--- config.mk ---
export PLATFORM = sky130hd
export DESIGN_NAME = mpr_uart_rx
export DESIGN_NICKNAME = d
export VERILOG_FILES = /design/src/rtl/mpr_pkg.sv /design/src/rtl/mpr_sampler.sv /design/src/rtl/mpr_frame_fsm.sv /design/src/rtl/mpr_addr_match.sv /design/src/rtl/mpr_uart_rx.sv
export SDC_FILE = /design/constraint.sdc
export NUM_CORES = 1
export LEC_CHECK = 0
export ABC_AREA = 1
export CAP_MARGIN = 0
export CORE_MARGIN = 2
export CORE_UTILIZATION = 55
export CTS_BUF_LIST = sky130_fd_sc_hd__clkbuf_16
export DETAILED_ROUTE_END_ITERATION = 8
export GPL_TIMING_DRIVEN = 0
export PLACE_DENSITY = 0.78
export SLEW_MARGIN = 0
export SYNTH_ARGS = -nofsm -noshare
export SYNTH_HDL_FRONTEND = slang
export SYNTH_SLANG_ARGS = --single-unit
export TNS_END_PERCENT = 30
--- constraint.sdc ---
create_clock -name clk -period 1.9 [get_ports clk]
set_input_delay 0.475 -clock clk [delete_from_list [all_inputs] [get_ports clk]]
set_output_delay 0.475 -clock clk [all_outputs]
set_load 0.1 [all_outputs]
--- src/rtl/mpr_pkg.sv ---
package mpr_pkg;

    typedef enum logic [2:0] {
        ST_IDLE,
        ST_START,
        ST_DATA,
        ST_NINTH,
        ST_STOP
    } rx_state_e;

    localparam logic [1:0] SEL_FLAGS = 2'd0;
    localparam logic [1:0] SEL_SADDR = 2'd1;
    localparam logic [1:0] SEL_MASK  = 2'd2;

    localparam int CLR_DONE_BIT = 0;
    localparam int CLR_FERR_BIT = 1;

endpackage

--- src/rtl/mpr_sampler.sv ---
module mpr_sampler #(
    parameter int SYNC_STAGES = 2
) (
    input  logic clk,
    input  logic rst_n,
    input  logic rxd_i,
    input  logic tick,
    output logic line_o,
    output logic maj_o
);

    logic [SYNC_STAGES-1:0] sync_q;
    logic [1:0]             hist_q;

    always_ff @(posedge clk or negedge rst_n) begin
        if (!rst_n) begin
            sync_q <= '1;
            hist_q <= 2'b11;
        end else begin
            sync_q <= {sync_q[SYNC_STAGES-2:0], rxd_i};
            if (tick) begin
                hist_q <= {hist_q[0], line_o};
            end
        end
    end

    assign line_o = sync_q[SYNC_STAGES-1];
    assign maj_o  = (hist_q[1] & hist_q[0]) | (hist_q[1] & line_o) | (hist_q[0] & line_o);

endmodule

--- src/rtl/mpr_frame_fsm.sv ---
module mpr_frame_fsm
    import mpr_pkg::*;
#(
    parameter int DATA_W = 8,
    parameter int OVS    = 16
) (
    input  logic              clk,
    input  logic              rst_n,
    input  logic              tick,
    input  logic              line,
    input  logic              maj,
    input  logic              mode9,
    output logic [DATA_W-1:0] data_q,
    output logic              ninth_q,
    output logic              stop_q,
    output logic              done_evt
);

    localparam int                CNT_W    = $clog2(OVS);
    localparam int                IDX_W    = $clog2(DATA_W);
    localparam logic [CNT_W-1:0]  MID      = CNT_W'(OVS / 2);
    localparam logic [CNT_W-1:0]  LAST     = CNT_W'(OVS - 1);
    localparam logic [IDX_W-1:0]  LAST_IDX = IDX_W'(DATA_W - 1);

    rx_state_e        state_q, state_d;
    logic [CNT_W-1:0] cnt_q;
    logic [IDX_W-1:0] idx_q;
    logic             at_mid, at_end;

    assign at_mid = tick && (cnt_q == MID);
    assign at_end = tick && (cnt_q == LAST);

    always_comb begin
        state_d = state_q;
        unique case (state_q)
            ST_IDLE:  if (tick && !line) state_d = ST_START;
            ST_START: begin
                if (at_mid && maj)  state_d = ST_IDLE;
                else if (at_end)    state_d = ST_DATA;
            end
            ST_DATA:  if (at_end && idx_q == LAST_IDX) state_d = mode9 ? ST_NINTH : ST_STOP;
            ST_NINTH: if (at_end) state_d = ST_STOP;
            ST_STOP:  if (at_mid) state_d = ST_IDLE;
            default:  state_d = ST_IDLE;
        endcase
    end

    always_ff @(posedge clk or negedge rst_n) begin
        if (!rst_n) state_q <= ST_IDLE;
        else        state_q <= state_d;
    end

    always_ff @(posedge clk or negedge rst_n) begin
        if (!rst_n) begin
            cnt_q    <= '0;
            idx_q    <= '0;
            data_q   <= '0;
            ninth_q  <= 1'b0;
            stop_q   <= 1'b1;
            done_evt <= 1'b0;
        end else begin
            done_evt <= (state_q == ST_STOP) && at_mid;
            if (state_q == ST_IDLE)  cnt_q <= '0;
            else if (at_end)         cnt_q <= '0;
            else if (tick)           cnt_q <= cnt_q + 1'b1;
            if (state_q == ST_START && at_end) idx_q <= '0;
            if (state_q == ST_DATA) begin
                if (at_mid) data_q <= {maj, data_q[DATA_W-1:1]};
                if (at_end) idx_q  <= idx_q + 1'b1;
            end
            if (state_q == ST_NINTH && at_mid) ninth_q <= maj;
            if (state_q == ST_STOP && at_mid)  stop_q  <= maj;
        end
    end

    AST_EVT_AFTER_STOP: assert property (@(posedge clk) disable iff (!rst_n)
        done_evt |-> $past(state_q) == ST_STOP && state_q == ST_IDLE);

    AST_FALSE_START_IDLE: assert property (@(posedge clk) disable iff (!rst_n)
        $past(state_q) == ST_START && state_q == ST_IDLE |-> !done_evt);

endmodule

--- src/rtl/mpr_addr_match.sv ---
module mpr_addr_match #(
    parameter int W = 8
) (
    input  logic [W-1:0] rx,
    input  logic [W-1:0] saddr,
    input  logic [W-1:0] mask,
    output logic         given_hit,
    output logic         bcast_hit
);

    logic [W-1:0] bcast_pat;

    assign bcast_pat = saddr | mask;
    assign given_hit = ((rx & mask) == (saddr & mask));
    assign bcast_hit = ((rx & bcast_pat) == bcast_pat);

endmodule

--- src/rtl/mpr_uart_rx.sv ---
module mpr_uart_rx
    import mpr_pkg::*;
#(
    parameter int DATA_W = 8,
    parameter int OVS    = 16
) (
    input  logic              clk,
    input  logic              rst_n,
    input  logic              rxd,
    input  logic              os_tick,
    input  logic              mode9,
    input  logic              mp_en,
    input  logic              wr_en,
    input  logic [1:0]        wr_sel,
    input  logic [DATA_W-1:0] wr_data,
    output logic [DATA_W-1:0] rx_byte,
    output logic              rx_bit9,
    output logic              rx_done,
    output logic              frame_err
);

    logic              line, maj;
    logic [DATA_W-1:0] frm_data;
    logic              frm_ninth, frm_stop, frm_evt;
    logic [DATA_W-1:0] saddr_q, mask_q;
    logic              given_hit, bcast_hit;
    logic              accept, clr_done, clr_fe;

    mpr_sampler #(.SYNC_STAGES(2)) u_samp (
        .clk(clk), .rst_n(rst_n), .rxd_i(rxd), .tick(os_tick),
        .line_o(line), .maj_o(maj)
    );

    mpr_frame_fsm #(.DATA_W(DATA_W), .OVS(OVS)) u_fsm (
        .clk(clk), .rst_n(rst_n), .tick(os_tick), .line(line), .maj(maj),
        .mode9(mode9), .data_q(frm_data), .ninth_q(frm_ninth),
        .stop_q(frm_stop), .done_evt(frm_evt)
    );

    mpr_addr_match #(.W(DATA_W)) u_match (
        .rx(frm_data), .saddr(saddr_q), .mask(mask_q),
        .given_hit(given_hit), .bcast_hit(bcast_hit)
    );

    assign clr_done = wr_en && wr_sel == SEL_FLAGS && wr_data[CLR_DONE_BIT];
    assign clr_fe   = wr_en && wr_sel == SEL_FLAGS && wr_data[CLR_FERR_BIT];

    always_comb begin
        if (mode9) accept = !mp_en || (frm_ninth && (given_hit || bcast_hit));
        else       accept = !mp_en || frm_stop;
        accept = accept && !rx_done;
    end

    always_ff @(posedge clk or negedge rst_n) begin
        if (!rst_n) begin
            rx_byte   <= '0;
            rx_bit9   <= 1'b0;
            rx_done   <= 1'b0;
            frame_err <= 1'b0;
            saddr_q   <= '0;
            mask_q    <= '0;
        end else begin
            if (frm_evt && accept) begin
                rx_byte <= frm_data;
                rx_bit9 <= mode9 ? frm_ninth : frm_stop;
                rx_done <= 1'b1;
            end else if (clr_done) begin
                rx_done <= 1'b0;
            end
            if (frm_evt && !frm_stop) frame_err <= 1'b1;
            else if (clr_fe)          frame_err <= 1'b0;
            if (wr_en && wr_sel == SEL_SADDR) saddr_q <= wr_data;
            if (wr_en && wr_sel == SEL_MASK)  mask_q  <= wr_data;
        end
    end

    AST_DONE_FROM_FRAME: assert property (@(posedge clk) disable iff (!rst_n)
        $rose(rx_done) |-> $past(frm_evt));

    AST_HOLD_WHEN_FULL: assert property (@(posedge clk) disable iff (!rst_n)
        $past(rx_done) |-> $stable(rx_byte) && $stable(rx_bit9));

    AST_MP9_ADDR_ONLY: assert property (@(posedge clk) disable iff (!rst_n)
        $rose(rx_done) && $past(mode9) && $past(mp_en) |-> rx_bit9);

    AST_MP8_STOP_OK: assert property (@(posedge clk) disable iff (!rst_n)
        $rose(rx_done) && !$past(mode9) && $past(mp_en) |-> rx_bit9 && $past(frm_stop));

    AST_FERR_STICKY: assert property (@(posedge clk) disable iff (!rst_n)
        $past(frame_err) && !$past(clr_fe) |-> frame_err);

endmodule

==> metrics, run 1 <==
status finished clean; WP buf/inv 1; GRT overflow 0; worst relative slew slack 0.607; Compound-Gate Fraction of Synth Area 0.135; Syn Nets 318; main combinational cell family by area after synthesis simple AND/OR/NAND/NOR gates; final setup TNS 0 ps; Initial Utilization 0.575; Cell Pwr Density 1010 nW/um2; fillcell total 356; Layout Nets roughly 350; Post-Syn Instances 297; TritonRoute pass-1 iters 4; clock root buffer clkbuf_16; sequential share of the synthesized area 0.523; Placed Instances 376; Tot GR Track Use 0.206; Critical Path Start rx_done; Num Clock Sinks 52; worst reg2reg path startpoint u_fsm.cnt_q[0]; crit path DAT 1250 ps; Max Fclk 0.580 GHz; RSZ-0062 raised after global routing no; CTS tree done; Cell Rows 24; synthesized area per cell 8.43 um2; Overall Power 3.04 mW; Crit Path Max Fanout 3; die width 71.5 um; worst-margin pin slew just under 600 ps; Placer Congestion approximately 0.8; fraction of layout cells with a size suffix above 1 0.148; Ant. Diodes 0; Unique masters post-synth 30; Max Cap Violations 0; drt via density 5.14; first-pass GRT wire length 8.22 mm; initial antenna violation count 0; family with the most delay on the worst path buffers and inverters; post-route insts no fill 384; LEAKAGE 1.49 nW; DIE HEIGHT 71.5 um; prevailing post-synth register cell dfrtp_1; IO Pins 28; asr flop ratio synth 1.00; via count of the routed design 1,974; Crit path required time 1420 ps; total DRC errors in the routed layout 0; H-tree depth 2; cells along the critical path clkdlybuf4s15_2; adder-cell area share of the yosys netlist 0.0200; hold slack 177 ps; hpwl dp 3.47 mm; WL/cell between 10 and 15 um; largest net degree at the start of global routing 29; CTS max path bufs 2; min cycle time layout 1730 ps; Port Buffers 26; Clk pin slew, worst setup/hold paths 70 ps; Worst Setup End Kind primary output; post-synthesis mux area share 0.00450; Worst path slowest cell clkdlybuf4s15_2; xor/xnor share of the synthesized area 0.00350; crit-path max cell delay 570 ps; Syn-to-layout area delta 19.7%; post-route clock skew 5.93 ps; Final period util 0.908; Simple-Gate Fraction of Synth Area 0.234; synthesis-stage register bit count 52; Total Wirelength about 4.5 mm; Post-Route Utilization 0.688; vias in the first global route ~1,800; CTS Buf Count 5; Post-synth EDFFs 0; Core ar. 4350 um2; Cell Area, Synth 2500 um2; DRT iter0 DRCs 125; Post-CTS Setup Inserts 0; Min-Delay Path Class primary input to asynchronous set/reset pin; startpoint types flip-flop; final hold vios 0; Die ar. approximately 5000 um2; critical path type flip-flop to primary output; Worst-Skew Late Latency between 200 and 300 ps; Ys Warns 0; Max IR drop VDD around 630 uV; Setup Viol. Count Final 0; number of routed nets with antenna violations 0; max-slew violation count 0
-- state kept, by name, summed over array words and instances, names as in the netlist --
register / flops
mask_q: 8
rx_byte: 8
saddr_q: 8
u_fsm.data_q: 8
u_fsm.cnt_q: 4
u_fsm.idx_q: 3
u_fsm.state_q: 3
u_samp.hist_q: 2
u_samp.sync_q: 2
frame_err: 1
rx_bit9: 1
rx_done: 1
u_fsm.done_evt: 1
u_fsm.ninth_q: 1
u_fsm.stop_q: 1
-- cell type report --
type,count,area [um2],area share
flip-flops and latches,52,1310,0.437
multi-input cells,193,992,0.331
repair buffers,27,289,0.0965
inverters,48,180,0.0602
clock buffers,5,125,0.0418
well taps,52,65.1,0.0217
plain buffers,4,22.5,0.00752
clock inverters,3,13.8,0.00459
-- final timing paths --
kind                                     to  slack, ps  depth (start not counted)
max in group asynchronous  u_samp.sync_q[1]       1120                          2
setup reg to reg           u_fsm.state_q[1]        340                          9
hold / removal                    mask_q[6]        180                          1
hold reg to reg            u_samp.sync_q[1]        360                          0
min in group clk           u_samp.sync_q[1]        360                          0
setup / recovery                    rx_done        170                          1
-- cell usage in the layout (no fill, tap or decap), types with 3 or more instances in the layout --
| master | Yosys | routed |
|---|---|---|
| dfrtp_1 | 47 | 47 |
| inv_1 | 42 | 42 |
| nand2_4 | 3 | 3 |
| nand2_1 | 78 | 78 |
| clkdlybuf4s15_2 | 0 | 11 |
| o21ai_1 | 3 | 3 |
| a21oi_1 | 8 | 8 |
| nor2_1 | 8 | 8 |
| o22ai_1 | 3 | 3 |
| ha_1 | 4 | 4 |
| dfstp_2 | 5 | 5 |
| clkdlybuf4s50_1 | 0 | 14 |
| nand3_1 | 22 | 22 |
| o21ai_0 | 42 | 42 |
| clkbuf_16 | 0 | 5 |
| inv_2 | 6 | 6 |
-- synth_stat cells, types with 3 or more instances --
cell type  number  area (um2)
a21oi_1         8        40.0
o22ai_1         3        18.8
nand2_4         3        33.8
dfrtp_1        47        1180
nand3_1        22         110
inv_1          42         158
nand2_1        78         293
o21ai_1         3        15.0
ha_1            4        50.1
nor2_1          8        30.0
dfstp_2         5         131
inv_2           6        22.5
o21ai_0        42         210
-- where the power goes --
| part | switching [mW] | leakage, nW | internal [mW] | total [mW] |
|---|---|---|---|---|
| clock | 0.370 | 0.0710 | 0.478 | 0.848 |
| combinational | 0.487 | 0.760 | 0.271 | 0.759 |
| sequential | 0.160 | 0.660 | 1.27 | 1.43 |
| total | 1.02 | 1.49 | 2.02 | 3.04 |
-- cells by family after synthesis --
family,after synthesis
flops,52
compound gates,62
xor+xnor,1
fa+ha+maj,4
mux,1
simple gates,125
buf+inv,52
-- routing by layer --
metal	up-vias	global-route usage	part of all wire
li1	1025	-	-
met1	903	0.311	0.49
met2	41	0.300	0.45
met3	5	0.0506	0.048
met4	0	0.0566	0.013
met5	-	0	0
-- worst register-to-register path, cell delays in order (launching register included) --
cell and delay (ps):
dfrtp_1 420, inv_1 70, ha_1 140, nand3b_1 90, nor2_2 200, a21oi_1 150
o21ai_2 160, nand2_2 100, nand2_1 70, o21ai_1 60
-- timing repair --
action | 4_1_cts | 5_1_grt
hold buffers | 0 | 0
endpoints found under the setup margin | 11 | 0
gates resized for setup | 33 | 0
-- through the flow --
| step | setup WS (ps) | instance area, um2 |
|---|---|---|
| after floorplan | 337 | 2500 |
| after global placement | -1080 | 2830 |
| after detailed placement | -83.1 | 2840 |
| after CTS | 176 | 3000 |
| after global routing | 112 | 3000 |
| final | 174 | 3000 |
Power figures use the tool's default switching activity.
==> run 2, diff against run 1 <==
--- a/config.mk
+++ b/config.mk
@@ -9,7 +9,6 @@
 export CAP_MARGIN = 0
 export CORE_MARGIN = 2
 export CORE_UTILIZATION = 55
-export CTS_BUF_LIST = sky130_fd_sc_hd__clkbuf_16
 export DETAILED_ROUTE_END_ITERATION = 8
 export GPL_TIMING_DRIVEN = 0
 export PLACE_DENSITY = 0.78
==> constraint.sdc (replaced) <==
create_clock -name clk -period 1.9 [get_ports clk]
set_input_delay 0.475 -clock clk [delete_from_list [all_inputs] [get_ports clk]]
set_output_delay 0.475 -clock clk [all_outputs]
set_load 0.005 [all_outputs]
==> metrics, run 2 (same netlist as run 1, synthesis figures left out) <==
crit-path max cell delay 510 ps (-60 ps); Initial Utilization 0.575 (unchanged); CTS max path bufs 2 (unchanged); Layout Nets 352 (unchanged); Core ar. 4350 um2 (unchanged); worst-margin pin slew 564 ps (-19.5 ps); Clk pin slew, worst setup/hold paths 90 ps (+20 ps); IO Pins 28 (unchanged); Final Cell Area 2940 um2 (-2.0%); final hold vios 0 (unchanged); switching power 0.932 mW (-8.4%); CTS Buf Count 5 (unchanged); fillcell total 365 (+2.5%); Max IR drop VDD 534 uV (-16%); cells along the critical path clkdlybuf4s50_1; RR Endpoint u_fsm.data_q[2]; crit path DAT 1210 ps (-40 ps); Flop pwr share 0.516 (+0.045); post-route insts no fill 384 (unchanged); DRT iter0 DRCs 123 (-1.6%); commonest non-fill, non-tap cell in the layout nand2_1; Placer Congestion 0.814 (unchanged); worst relative slew slack 0.624 (+0.0166); switch share 0.337 (+0.00217); GRT overflow 0 (unchanged); status finished clean; Placed Instances 376 (unchanged); post-CTS sizing 0 (-100%); worst reg2reg path startpoint u_fsm.cnt_q[0]; Post-CTS Setup Inserts 0 (unchanged); Syn-to-layout area delta 17.3%; hpwl dp 3.47 mm (unchanged); min cycle time layout 1690 ps (-37.5 ps); Crit path required time 1420 ps (about the same); drt via density 5.14 (-0.10%); hold slack 159 ps (-18.4 ps); Critical Path Start rx_done; via count of the routed design 1,972 (-0.10%); LEAKAGE 1.47 nW (-1.6%); Tot GR Track Use 0.203 (-0.00301); Cell Rows 24 (unchanged); Worst-Skew Late Latency 300 ps (about the same); Max Fclk 0.592 GHz (+2.2%); number of routed nets with antenna violations 0 (unchanged); DIE HEIGHT 71.5 um (unchanged); Ant. Diodes 0 (unchanged); Setup Viol. Count Final 0 (unchanged); initial antenna violation count 0 (unchanged); post-route clock skew 10.0 ps (+4.08 ps); Cell Pwr Density 941 nW/um2 (-7.1%); WP buf/inv 1 (unchanged); vias in the first global route 1,788 (-0.28%); DP Worst Slack -26.2 ps (+56.9 ps); Final period util 0.888 (-0.0197); largest net degree at the start of global routing 29 (unchanged); final setup TNS 0 ps (unchanged); flop-to-flop setup slack 360 ps (+20 ps); family with the most delay on the worst path buffers and inverters; CTS tree done; Worst path slowest cell clkdlybuf4s50_1; die width 71.5 um (unchanged); WL/cell 11.6 um (-1.8%); Comb power frac 0.256 (+0.006); Crit Path Max Fanout 3 (unchanged); internal power 1.83 mW (-9.3%); clock root buffer clkbuf_8; Max Cap Violations 0 (unchanged); max-slew violation count 0 (unchanged); Clk network pwr share 0.228 (-0.051); Num Clock Sinks 52 (unchanged); fraction of layout cells with a size suffix above 1 0.117 (-0.0301); R2R cell count 8 (-1); Cell Area, Placed 2840 um2 (unchanged); worst setup margin 212 ps (+37.5 ps); Die ar. 5110 um2 (unchanged); Total Wirelength 4.46 mm (-1.8%); Hold Buf Count CTS 0 (unchanged); critical path type flip-flop to primary output; Port Buffers 26 (unchanged); startpoint types flip-flop; Min-Delay Path Class primary input to asynchronous set/reset pin; first-pass GRT wire length 8.16 mm (-0.75%); RSZ-0062 raised after global routing no; TritonRoute pass-1 iters 4 (unchanged); Worst Setup End Kind primary output; most frequent cells in the layout nand2_1 (78), dfrtp_1 (47), inv_1 (42), o21ai_0 (42), clkdlybuf4s50_1 (25); H-tree depth 2 (unchanged); total DRC errors in the routed layout 0 (unchanged)
==> run 2: cell count changes in the layout (fill, tap and decap cells not counted) <==
| cell | change |
|---|---|
| clkinv_1 | -1 |
| clkbuf_8 | +6 |
| clkbuf_16 | -5 |
| clkdlybuf4s15_2 | -11 |
| clkdlybuf4s50_1 | +11 |
==> run 2: routing by layer <==
layer	global-route usage	vias to the layer above	wire length, um
met5	0	-	0
met4	0.0545	0	42
met3	0.0464	6	202
met2	0.295	34	1980
met1	0.310	911	2230
li1	-	1021	-
==> run 2: worst max path at each step <==
stage	slack, ps	depth (start not counted)	to
6_report	210	1	rx_done
3_5_place_dp	-30	6	rx_done
2_1_floorplan	510	7	u_fsm.idx_q[1]
4_1_cts	210	1	rx_done
3_3_place_gp	-1080	1	u_fsm.state_q[1]
5_1_grt	130	6	rx_done
==> run 2: power groups by stage <==
stage / Sequential, mW / Combinational (mW) / Clock, mW
finish: 1.43 / 0.708 / 0.629
global route: 1.45 / 0.835 / 0.703
CTS: 1.43 / 0.713 / 0.645
detailed placement: 1.45 / 0.708 / 0
global placement: 1.44 / 0.680 / 0
floorplan: 1.41 / 0.530 / 0
==> run 2: area by class of cell <==
| cell class | count | area [um2] | area share |
|---|---|---|---|
| Clock buffer | 6 | 82.6 | 0.0281 |
| Sequential cell | 52 | 1310 | 0.445 |
| Clock inverter | 2 | 10.0 | 0.00341 |
| Inverter | 48 | 180 | 0.0614 |
| Tap cell | 52 | 65.1 | 0.0222 |
| Multi-Input combinational cell | 193 | 992 | 0.338 |
| Buffer | 4 | 22.5 | 0.00767 |
| Timing Repair Buffer | 27 | 275 | 0.0938 |
==> run 2: worst register-to-register path: stages, from the launching register on <==
cell and delay [ps]:
dfrtp_1 420, inv_1 70, ha_1 140, nand3b_1 90
nor2_2 200, inv_2 110, nor2_8 130, buf_4 170
o21ai_0 90
==> run 2: through the flow <==
stage | util | power [mW]
3_5_place_dp | 0.653 | 2.16
3_3_place_gp | 0.649 | 2.12
2_1_floorplan | - | 1.94
6_report | 0.674 | 2.76
4_1_cts | 0.674 | 2.78
5_1_grt | 0.674 | 2.99
